<file path="src/rtl/evt_tmr_pkg.sv">
package evt_tmr_pkg;
  // configuration word bit positions (software decodes these)
  localparam int BIT_EN   = 2;
  localparam int BIT_PER  = 3;
  localparam int BIT_PCAP = 4;
  localparam int BIT_WCAP = 5;
  localparam int BIT_LDT  = 6;
  localparam int BIT_M32  = 8;

  typedef struct packed {
    logic m32;
    logic ldt;
    logic per;
    logic en;
  } chan_cfg_t;
endpackage

</file>
<file path="src/rtl/evt_tmr_ahead.sv">
// Decides whether value a lies strictly ahead of value b, full width or low half.
module evt_tmr_ahead #(
  parameter int W = 64
) (
  input  logic [W-1:0] a,
  input  logic [W-1:0] b,
  input  logic         m32,
  output logic         ahead
);
  localparam int HW = W / 2;

  logic [W-1:0] diff;

  always_comb begin
    diff = a - b;
    if (m32) ahead = !diff[HW-1] && (diff[HW-1:0] != '0);
    else     ahead = !diff[W-1]  && (diff != '0);
  end
endmodule

</file>
<file path="src/rtl/evt_tmr_regs.sv">
// Configuration, comparator and period storage with the write rules.
module evt_tmr_regs
  import evt_tmr_pkg::*;
#(
  parameter int          W         = 64,
  parameter logic [31:0] ROUTE_CAP = 32'h4,
  parameter bit          SHORT_EN  = 1'b1
) (
  input  logic            clk,
  input  logic            rst,
  input  logic            cfg_we,
  input  logic            lo_we,
  input  logic            hi_we,
  input  logic [W/2-1:0]  wdata,
  input  logic            adv,
  output chan_cfg_t       cfg,
  output logic [W-1:0]    cmp,
  output logic [W-1:0]    prd,
  output logic [W-1:0]    step,
  output logic [W-1:0]    cfg_word
);
  localparam int HW = W / 2;

  chan_cfg_t    cfg_q;
  logic [W-1:0] cmp_q;
  logic [W-1:0] prd_q;
  logic [W-1:0] sum;
  logic         load_cmp;
  logic         new_m32;
  logic         cfg_unused;

  assign cfg_unused = ^{wdata[HW-1:BIT_M32+1], wdata[BIT_M32-1], wdata[BIT_WCAP:0]};
  assign load_cmp   = !cfg_q.per || cfg_q.ldt;
  assign sum        = cmp_q + prd_q;

  generate
    if (SHORT_EN) begin : g_short
      assign new_m32 = wdata[BIT_M32];
      assign step    = cfg_q.m32 ? {{HW{1'b0}}, sum[HW-1:0]} : sum;
    end else begin : g_long
      assign new_m32 = 1'b0;
      assign step    = sum;
    end
  endgenerate

  always_ff @(posedge clk) begin
    if (rst) begin
      cfg_q <= '0;
      cmp_q <= '1;
      prd_q <= '0;
    end else if (cfg_we) begin
      cfg_q.en  <= wdata[BIT_EN];
      cfg_q.per <= wdata[BIT_PER];
      cfg_q.ldt <= wdata[BIT_LDT];
      cfg_q.m32 <= new_m32;
      if (new_m32) begin
        cmp_q <= {{HW{1'b0}}, cmp_q[HW-1:0]};
        prd_q <= {{HW{1'b0}}, prd_q[HW-1:0]};
      end
    end else if (lo_we) begin
      if (load_cmp) cmp_q[HW-1:0] <= wdata;
      if (cfg_q.per)
        prd_q[HW-1:0] <= cfg_q.m32 ? {1'b0, wdata[HW-2:0]} : wdata;
      cfg_q.ldt <= 1'b0;
    end else if (hi_we) begin
      if (!cfg_q.m32) begin
        if (load_cmp) cmp_q[W-1:HW] <= wdata;
        else          prd_q[W-1:HW] <= {1'b0, wdata[HW-2:0]};
      end
      cfg_q.ldt <= 1'b0;
    end else if (adv) begin
      cmp_q <= step;
    end
  end

  always_comb begin
    cfg_word           = '0;
    cfg_word[W-1:HW]   = ROUTE_CAP[HW-1:0];
    cfg_word[BIT_EN]   = cfg_q.en;
    cfg_word[BIT_PER]  = cfg_q.per;
    cfg_word[BIT_PCAP] = 1'b1;
    cfg_word[BIT_WCAP] = (W == 64);
    cfg_word[BIT_LDT]  = cfg_q.ldt;
    cfg_word[BIT_M32]  = cfg_q.m32;
  end

  assign cfg = cfg_q;
  assign cmp = cmp_q;
  assign prd = prd_q;
endmodule

</file>
<file path="src/rtl/evt_tmr_seq.sv">
// Arming, match, catch-up and wrap sequencing; produces the registered pulse.
module evt_tmr_seq
  import evt_tmr_pkg::*;
#(
  parameter int W = 64
) (
  input  logic         clk,
  input  logic         rst,
  input  logic [W-1:0] count,
  input  logic         glb_en,
  input  chan_cfg_t    cfg,
  input  logic         prd_nz,
  input  logic         wr_any,
  input  logic         ahead_live,
  input  logic         ahead_next,
  output logic [W-1:0] ref_cnt,
  output logic         adv,
  output logic         irq
);
  localparam int HW = W / 2;

  logic         armed_q, warm_q, catch_q, glb_q, msb_q, irq_q;
  logic [W-1:0] mcnt_q;
  logic         rearm, reached, fire, wrap, step_ok;

  assign rearm   = wr_any || (glb_en && !glb_q);
  assign reached = !ahead_live;
  assign step_ok = cfg.per && prd_nz;
  assign fire    = glb_en && armed_q && !catch_q && reached && !rearm;
  assign wrap    = glb_en && armed_q && warm_q && cfg.m32 && !cfg.per &&
                   msb_q && !count[HW-1] && !rearm;
  assign adv     = !rearm && glb_en &&
                   ((fire && step_ok) || (catch_q && reached));
  assign ref_cnt = catch_q ? mcnt_q : count;

  always_ff @(posedge clk) begin
    if (rst) begin
      armed_q <= 1'b0;
      warm_q  <= 1'b0;
      catch_q <= 1'b0;
      glb_q   <= 1'b0;
      msb_q   <= 1'b0;
      irq_q   <= 1'b0;
      mcnt_q  <= '0;
    end else begin
      glb_q <= glb_en;
      msb_q <= count[HW-1];
      irq_q <= (fire || wrap) && cfg.en;
      if (rearm) begin
        armed_q <= 1'b1;
        warm_q  <= 1'b1;
        catch_q <= 1'b0;
      end else begin
        if (fire) begin
          if (step_ok) begin
            mcnt_q  <= count;
            catch_q <= !ahead_next;
          end else begin
            armed_q <= 1'b0;
            warm_q  <= 1'b0;
          end
        end
        if (wrap) warm_q <= 1'b0;
        if (catch_q && glb_en && !reached) catch_q <= 1'b0;
      end
    end
  end

  assign irq = irq_q;
endmodule

</file>
<file path="src/rtl/evt_timer_chan.sv">
module evt_timer_chan
  import evt_tmr_pkg::*;
#(
  parameter int          CNT_W     = 64,
  parameter logic [31:0] ROUTE_CAP = 32'h4,
  parameter bit          SHORT_EN  = 1'b1
) (
  input  logic                 clk,
  input  logic                 rst,
  input  logic [CNT_W-1:0]     count_i,
  input  logic                 glb_en_i,
  input  logic                 cfg_we_i,
  input  logic                 cmp_lo_we_i,
  input  logic                 cmp_hi_we_i,
  input  logic [CNT_W/2-1:0]   wdata_i,
  output logic [CNT_W-1:0]     cfg_o,
  output logic [CNT_W-1:0]     cmp_o,
  output logic [CNT_W-1:0]     prd_o,
  output logic                 irq_o
);
  chan_cfg_t        cfg;
  logic [CNT_W-1:0] cmp, prd, step, ref_cnt;
  logic             adv, ahead_live, ahead_next, wr_any;

  assign wr_any = cfg_we_i || cmp_lo_we_i || cmp_hi_we_i;

  evt_tmr_regs #(.W(CNT_W), .ROUTE_CAP(ROUTE_CAP), .SHORT_EN(SHORT_EN)) u_regs (
    .clk(clk), .rst(rst), .cfg_we(cfg_we_i), .lo_we(cmp_lo_we_i),
    .hi_we(cmp_hi_we_i), .wdata(wdata_i), .adv(adv), .cfg(cfg),
    .cmp(cmp), .prd(prd), .step(step), .cfg_word(cfg_o)
  );

  evt_tmr_ahead #(.W(CNT_W)) u_live (
    .a(cmp), .b(ref_cnt), .m32(cfg.m32), .ahead(ahead_live)
  );

  evt_tmr_ahead #(.W(CNT_W)) u_next (
    .a(step), .b(count_i), .m32(cfg.m32), .ahead(ahead_next)
  );

  evt_tmr_seq #(.W(CNT_W)) u_seq (
    .clk(clk), .rst(rst), .count(count_i), .glb_en(glb_en_i), .cfg(cfg),
    .prd_nz(prd != '0), .wr_any(wr_any), .ahead_live(ahead_live),
    .ahead_next(ahead_next), .ref_cnt(ref_cnt), .adv(adv), .irq(irq_o)
  );

  assign cmp_o = cmp;
  assign prd_o = prd;
endmodule

</file>
<file path="config.mk">
export PLATFORM = sky130hd
export DESIGN_NAME = evt_timer_chan
export DESIGN_NICKNAME = d
export VERILOG_FILES = /design/src/rtl/evt_tmr_pkg.sv /design/src/rtl/evt_tmr_ahead.sv /design/src/rtl/evt_tmr_regs.sv /design/src/rtl/evt_tmr_seq.sv /design/src/rtl/evt_timer_chan.sv
export SDC_FILE = /design/constraint.sdc
export NUM_CORES = 1
export LEC_CHECK = 0
export ABC_AREA = 1
export BUFFER_PORTS_ARGS = -buffer_cell sky130_fd_sc_hd__buf_4
export CORE_UTILIZATION = 35
export CTS_CLUSTER_SIZE = 12
export DETAILED_ROUTE_END_ITERATION = 12
export PLACE_DENSITY_LB_ADDON = 0.12
export SYNTH_ARGS = -nofsm -noshare
export SYNTH_HDL_FRONTEND = slang
export SYNTH_SLANG_ARGS = --single-unit
</file>
<file path="constraint.sdc">
create_clock -name clk -period 10.3 [get_ports clk]
set_input_delay 0.515 -clock clk [delete_from_list [all_inputs] [get_ports clk]]
set_output_delay 0.515 -clock clk [all_outputs]
set_load 0.02 [all_outputs]
</file>
==> results of run 1 <==
==> power by group through the flow <==
stage | Combinational (W) | Sequential (W) | Clock, W
floorplan | 0.00137 | 0.000894 | 0
global placement | 0.00209 | 0.000901 | 0
detailed placement | 0.00208 | 0.000901 | 0
CTS | 0.00208 | 0.000884 | 0.00105
global route | 0.00233 | 0.000887 | 0.00108
finish | 0.00212 | 0.000888 | 0.00105
==> metal layers <==
layer,vias up,track usage
met5,-,0
met4,4,0.1640
met3,214,0.04851
met2,1127,0.5709
met1,13590,0.4890
li1,14260,-
==> cell usage after synthesis, types with 4 or more instances <==
| cell type | instances |
|---|---|
| a211oi_1 | 4 |
| a21boi_0 | 6 |
| a21o_1 | 18 |
| a21oi_1 | 383 |
| a31oi_1 | 32 |
| and2_1 | 7 |
| buf_1 | 8 |
| buf_2 | 7 |
| buf_4 | 75 |
| buf_6 | 6 |
| clkbuf_1 | 72 |
| clkinv_1 | 5 |
| dfxtp_1 | 201 |
| ha_1 | 189 |
| inv_1 | 700 |
| inv_2 | 5 |
| nand2_1 | 1219 |
| nand2_4 | 4 |
| nand3_1 | 333 |
| nand3b_1 | 20 |
| nand4_1 | 55 |
| nor2_1 | 411 |
| nor2_2 | 7 |
| nor3_1 | 42 |
| nor4_1 | 30 |
| o211ai_1 | 6 |
| o21a_1 | 24 |
| o21ai_0 | 269 |
| o21ai_1 | 26 |
| o21bai_1 | 17 |
| o221ai_1 | 5 |
| o22ai_1 | 18 |
| or2_2 | 17 |
| xnor2_1 | 29 |
| xor2_1 | 55 |
==> final cells by class <==
class | count | area share
clock buffers | 32 | 0.02627
inverters | 710 | 0.09678
clock inverters | 15 | 0.007940
flip-flops and latches | 201 | 0.1459
repair buffers | 253 | 0.06888
multi-input cells | 3316 | 0.6119
diodes | 1 | 0.00009075
well taps | 931 | 0.04224
==> cell usage in the layout, fill, tap and decap left out, types with 61 or more instances in the layout <==
cell type,n
nand2_1,1219
inv_1,697
nand3_1,333
dfxtp_1,201
buf_4,253
o21ai_0,269
nor2_1,409
conb_1,61
ha_1,189
a21oi_1,383
==> logic make-up (layout without fill, tap and decap cells) <==
family	after synthesis	in the layout	share of synthesized area
adders and majority gates	192	192	0.09988
AOI/OAI and AO/OA	817	817	0.1813
DFF	201	201	0.1657
xor gates and xnor gates	84	84	0.03030
buffers and inverters	878	1010	0.1496
and+or+nand+nor	2162	2162	0.3729
other	2	62	0.0003093
==> registers in the layout, indices dropped and copies added, names as in the netlist <==
signal and flops:
u_regs.cfg 4, u_regs.cmp 64, u_regs.prd 63, u_seq.armed_q 1
u_seq.catch_q 1, u_seq.glb_q 1, u_seq.irq 1, u_seq.mcnt_q 64
u_seq.msb_q 1, u_seq.warm_q 1
==> critical path, stage by stage, from the launching register on <==
cell and delay (ns):
dfxtp_1 0.31, buf_4 0.16, clkinv_2 0.47, buf_4 0.55, o21ai_0 1.00, ha_1 0.37, nand2_1 0.16, nor2_1 0.23
nand2_1 0.19, nor4_1 0.52, nand2_1 0.37, nand3_1 0.17, nand4_1 0.22, nor2_1 0.26, nand3_1 0.16, o21bai_4 0.20
nand4_2 0.19, o21ai_2 0.17, nand2_2 0.11, nand2_4 0.37, nand2_4 0.38, nand2_1 0.15, nand3_1 0.07
==> final timing paths <==
| check | from | depth (start not counted) | end | slack, ns |
|---|---|---|---|---|
| min | count_i[8] | 3 | u_seq.mcnt_q[8] | 0.22 |
| min reg2reg | u_seq.armed_q | 2 | u_seq.armed_q | 0.48 |
| max reg2reg | u_seq.catch_q | 22 | u_regs.cmp[55] | 3.24 |
| max | u_seq.catch_q | 22 | u_regs.cmp[55] | 3.24 |
==> per-stage QoR <==
step | power [W] | std cells | worst slack (ns) | hold slack [ns]
after detailed placement | 0.002977 | 5411 | 3.603 | 0.4660
after global placement | 0.002991 | 5411 | 3.601 | 0.4547
after CTS | 0.004018 | 5458 | 3.579 | 0.2119
after floorplan | 0.002263 | 4395 | 5.553 | 0.4413
final | 0.004059 | 5459 | 3.236 | 0.2151
after global routing | 0.004301 | 5458 | 3.104 | 0.2169
==> reports/results.txt, run 1 <==
status: finished, final reports clean
Seq cells post-synth: 201
largest net degree at the start of global routing: 81
DRC errors left: 0
LEAKAGE: 14.76 nW
GR Util All Layers: 0.3623
top layer reached by signal wires: met5
DP HPWL: 111100 um
ys async rst share: 0
Crit Path Class: register to register
Yosys top cell by area: nand2_1
total iterations of the first detailed-routing run: 8
P per Cell Area: 147.2 nW/um^2
DR WL met3: 9399 um
post-synthesis average cell area: 5.599 um^2
Congestion Overflow GR: 0
CTS Hold Bufs: 0
shortest period the worst path allows: 7.064 ns
final worst-path cycle share: 0.6858
mapped cell area: 24280 um^2
share of layout cells above drive strength 1: 0.07753
Synth Flop Type: dfxtp_1
post-CTS resize count: 0
switching fraction of total power: 0.4867
Hold WC Path Type: input port to register
setup tns final: 0 ns
wire per inst: 24.04 um
Die Area: 70420 um^2
clock network fraction of total power: 0.258
final setup fails: 0
core area: 68590 um^2
Detail Route Antenna Nets: 0
FF+latch area: 4024 um^2
fillers: 7956
final wirelength: 131200 um
f_max: 0.1416 GHz
CTS sink count: 201
Clock Pin Slew Worst Setup and Hold Paths: 0.07 ns
Final Max Tran Viols: 0
crit path DAT: 7.50 ns
VDD IR max: 0.0001025 V
Hold Fails Final Rpt: 0
multi-input logic area: 16870 um^2
routed via count: 29190
vias per inst: 5.347
Synth area leaders: nand2_1 19%, dfxtp_1 17%, inv_1 11%
Clock Tree Buf Depth: 3
Rows: 96
Clk Latency, worst-skew pair: 0.59 ns
Switching Power: 0.001976 W
Comb power frac: 0.523
dpl cell area: 26630 um^2
drt initial violations: 2739
initial antenna violation count: 5
post-synth cell types: 53
Cell Int Power: 0.002084 W
Die Wd: 265.4 um
routability cong.: 1.008
fin nets: 4802
register share of total power: 0.219
vias in the first global route: 27550
Layout Skew: 0.01881 ns
post-synth top area share: 0.1885
postcts setup bufs: 0
CTS root buf: clkbuf_16
Starting Density: 0.3540
Worst setup EP type: register
total of max-cap violations: 0
CTS H-tree depth: 1
number of synthesized flops with an enable pin: 0
CTS buffer count: 26
Seq/Total Area, Yosys: 0.1657
CTS tree: built
worst-path fanout max: 80
Worst EP required: 10.73 ns
post-layout util: 0.4021
Slew @ Worst Pin: 1.115 ns
fin area: 27580 um^2
Ys Warns: 0
Rel. slew slack: 0.2490
met1 WL: 58080 um
first-pass GRT wire length: 185200 um
element type at the critical path start: register
WL met2: 57190 um
Port Buffer Count: 233
IO Pins: 295
Die Ht: 265.4 um
unrepaired setup endpoints after global routing: no
area delta synth->final: 13.59%
post-synthesis instance total: 4336
Note: power is estimated with default switching activity, not from simulation.
==> run 2: changes to the inputs <==
Clock period 10.3 ns to 7.2 ns, I/O delays scaled along.
==> reports/results.txt, run 2 (same netlist as run 1, synthesis figures left out) <==
status: finished, final reports clean
CTS buffer count: 28 (+7.7%)
initial antenna violation count: 1 (-4)
Die Wd: 265.4 um (unchanged)
Cell Int Power: 0.003047 W (+46%)
clock network fraction of total power: 0.267 (+0.009)
Hold Fails Final Rpt: 0 (unchanged)
Hold Crit Start: count_i[8]
IO Pins: 295 (unchanged)
Congestion Overflow GR: 0 (unchanged)
Switching Power: 0.002883 W (+46%)
Clock Tree Buf Depth: 3 (unchanged)
CTS sink count: 201 (unchanged)
CTS H-tree depth: 1 (unchanged)
area delta synth->final: 14.93%
final wirelength: 130800 um (-0.34%)
DRC errors left: 0 (unchanged)
CTS root buf: clkbuf_16
crit path DAT: 7.38 ns (-0.12 ns)
crit path buf inv count: 3 (unchanged)
total of max-cap violations: 0 (unchanged)
Rel. slew slack: 0.2720 (+0.02305)
fin nets: 4833 (+0.65%)
postcts setup bufs: 0 (unchanged)
CTS Hold Bufs: 0 (unchanged)
most frequent cells in the layout: 1219 x nand2_1, 697 x inv_1, 409 x nor2_1
register share of total power: 0.213 (-0.006)
Crit Path Class: register to register
LEAKAGE: 14.94 nW (+1.2%)
GR Util All Layers: 0.3601 (-0.002246)
fillers: 7840 (-1.5%)
DP HPWL: 111200 um (about the same)
Detail Route Antenna Nets: 0 (unchanged)
Clk Latency, worst-skew pair: 0.62 ns (+0.03 ns)
Die Ht: 265.4 um (unchanged)
CP Launch Point: u_regs.cmp[0]
worst reg2reg path startpoint: u_regs.cmp[0]
final worst-path cycle share: 0.9493 (+0.2635)
Worst EP required: 7.74 ns (-2.99 ns)
most used cell, CP: nand2_1
worst-path fanout max: 5 (-94%)
shortest period the worst path allows: 6.835 ns (-0.2291 ns)
cell family with most CP delay: simple AND/OR/NAND/NOR gates
Hold Path Depth: 3 (unchanged)
switching fraction of total power: 0.4861 (-0.0005900)
Worst path depth: 37 (+68%)
P per Cell Area: 212.5 nW/um^2 (+44%)
largest net degree at the start of global routing: 81 (unchanged)
Comb power frac: 0.520 (-0.003)
f_max: 0.1463 GHz (+3.4%)
multi-input logic area: 16870 um^2 (unchanged)
Die Area: 70420 um^2 (unchanged)
total iterations of the first detailed-routing run: 6 (-2)
Hold WC Path Type: input port to register
vias per inst: 5.317 (-0.57%)
CTS tree: built
Clock Pin Slew Worst Setup and Hold Paths: 0.07 ns (about the same)
FF+latch area: 4024 um^2 (unchanged)
first-pass GRT wire length: 184300 um (-0.51%)
element type at the critical path start: register
Final Max Tran Viols: 0 (unchanged)
routability cong.: 1.020 (+1.2%)
share of layout cells above drive strength 1: 0.08419 (+0.006657)
Starting Density: 0.3540 (unchanged)
Critical Path Max Stage Delay: 0.72 ns (-0.28 ns)
core area: 68590 um^2 (unchanged)
VDD IR max: 0.0001641 V (+60%)
Worst setup EP type: register
wire per inst: 23.80 um (-0.99%)
most common cell after layout, fill and taps aside: nand2_1
Reg2Reg Depth: 37 (+68%)
slowest CP cell: nor3_1
post-CTS resize count: 0 (unchanged)
routed via count: 29220 (+0.089%)
Slew @ Worst Pin: 1.091 ns (-0.02400 ns)
drt initial violations: 2782 (+1.6%)
Port Buffer Count: 233 (unchanged)
final setup fails: 0 (unchanged)
vias in the first global route: 27330 (-0.79%)
unrepaired setup endpoints after global routing: no
Layout Skew: 0.05417 ns (+0.03536 ns)
post-layout util: 0.4068 (+0.004762)
setup tns final: 0 ns (unchanged)
Rows: 96 (unchanged)
run 2: cell count changes in the layout (fill, tap and decap cells not counted), moves of 2 or more:
| cell | previous run | this run |
|---|---|---|
| diode_2 | 1 | 3 |
| buf_12 | 0 | 2 |
| buf_4 | 253 | 280 |
| clkinv_4 | 1 | 3 |
| clkinv_2 | 5 | 3 |
| clkbuf_8 | 3 | 5 |
run 2: through the flow:
| step | std cells | power [W] | worst slack (ns) | cell area (um^2) | hold slack (ns) |
|---|---|---|---|---|---|
| 4_1_cts | 5492 | 0.005865 | 0.3968 | 27890 | 0.02590 |
| 5_1_grt | 5492 | 0.006254 | 0.04599 | 27890 | 0.04649 |
| 2_1_floorplan | 4395 | 0.003237 | 2.453 | 24500 | 0.4413 |
| 3_3_place_gp | 5440 | 0.004311 | 0.3952 | 26870 | 0.4517 |
| 3_5_place_dp | 5440 | 0.004284 | 0.4433 | 26870 | 0.4598 |
| 6_report | 5495 | 0.005930 | 0.3651 | 27900 | 0.03530 |
run 2: area by class of cell:
type | instances | share of cell area
multi-input combinational | 3316 | 0.6047
sequential | 201 | 0.1442
inverter | 710 | 0.09565
timing repair buffer | 282 | 0.07677
tap | 931 | 0.04175
clock buffer | 36 | 0.02798
clock inverter | 16 | 0.008655
antenna | 3 | 0.0002691
run 2: final timing paths:
check                          to  slack (ns)
setup / recovery    u_seq.catch_q        0.37
hold / removal    u_seq.mcnt_q[8]        0.04
setup reg to reg    u_seq.catch_q        0.37
hold reg to reg     u_seq.armed_q        0.47
run 2: tightest hold or removal path, stage by stage:
cell and delay [ns]:
buf_4 0.08, inv_1 0.06, a21oi_1 0.11
run 2: metal layers:
layer	wire length (um)	global-route usage	vias to the layer above
met3	9299	0.04212	196
met1	58580	0.4947	13580
met2	56940	0.5669	1132
met5	0	0	-
met4	5969	0.1503	0
li1	-	-	14310
run 2: power by group through the flow:
stage / registers [W] / clock network (W) / logic [W]
after CTS: 0.00126 / 0.00159 / 0.00302
final: 0.00126 / 0.00158 / 0.00308
after global placement: 0.00128 / 0 / 0.00303
after floorplan: 0.00128 / 0 / 0.00196
after detailed placement: 0.00128 / 0 / 0.00300
after global routing: 0.00126 / 0.00164 / 0.00336
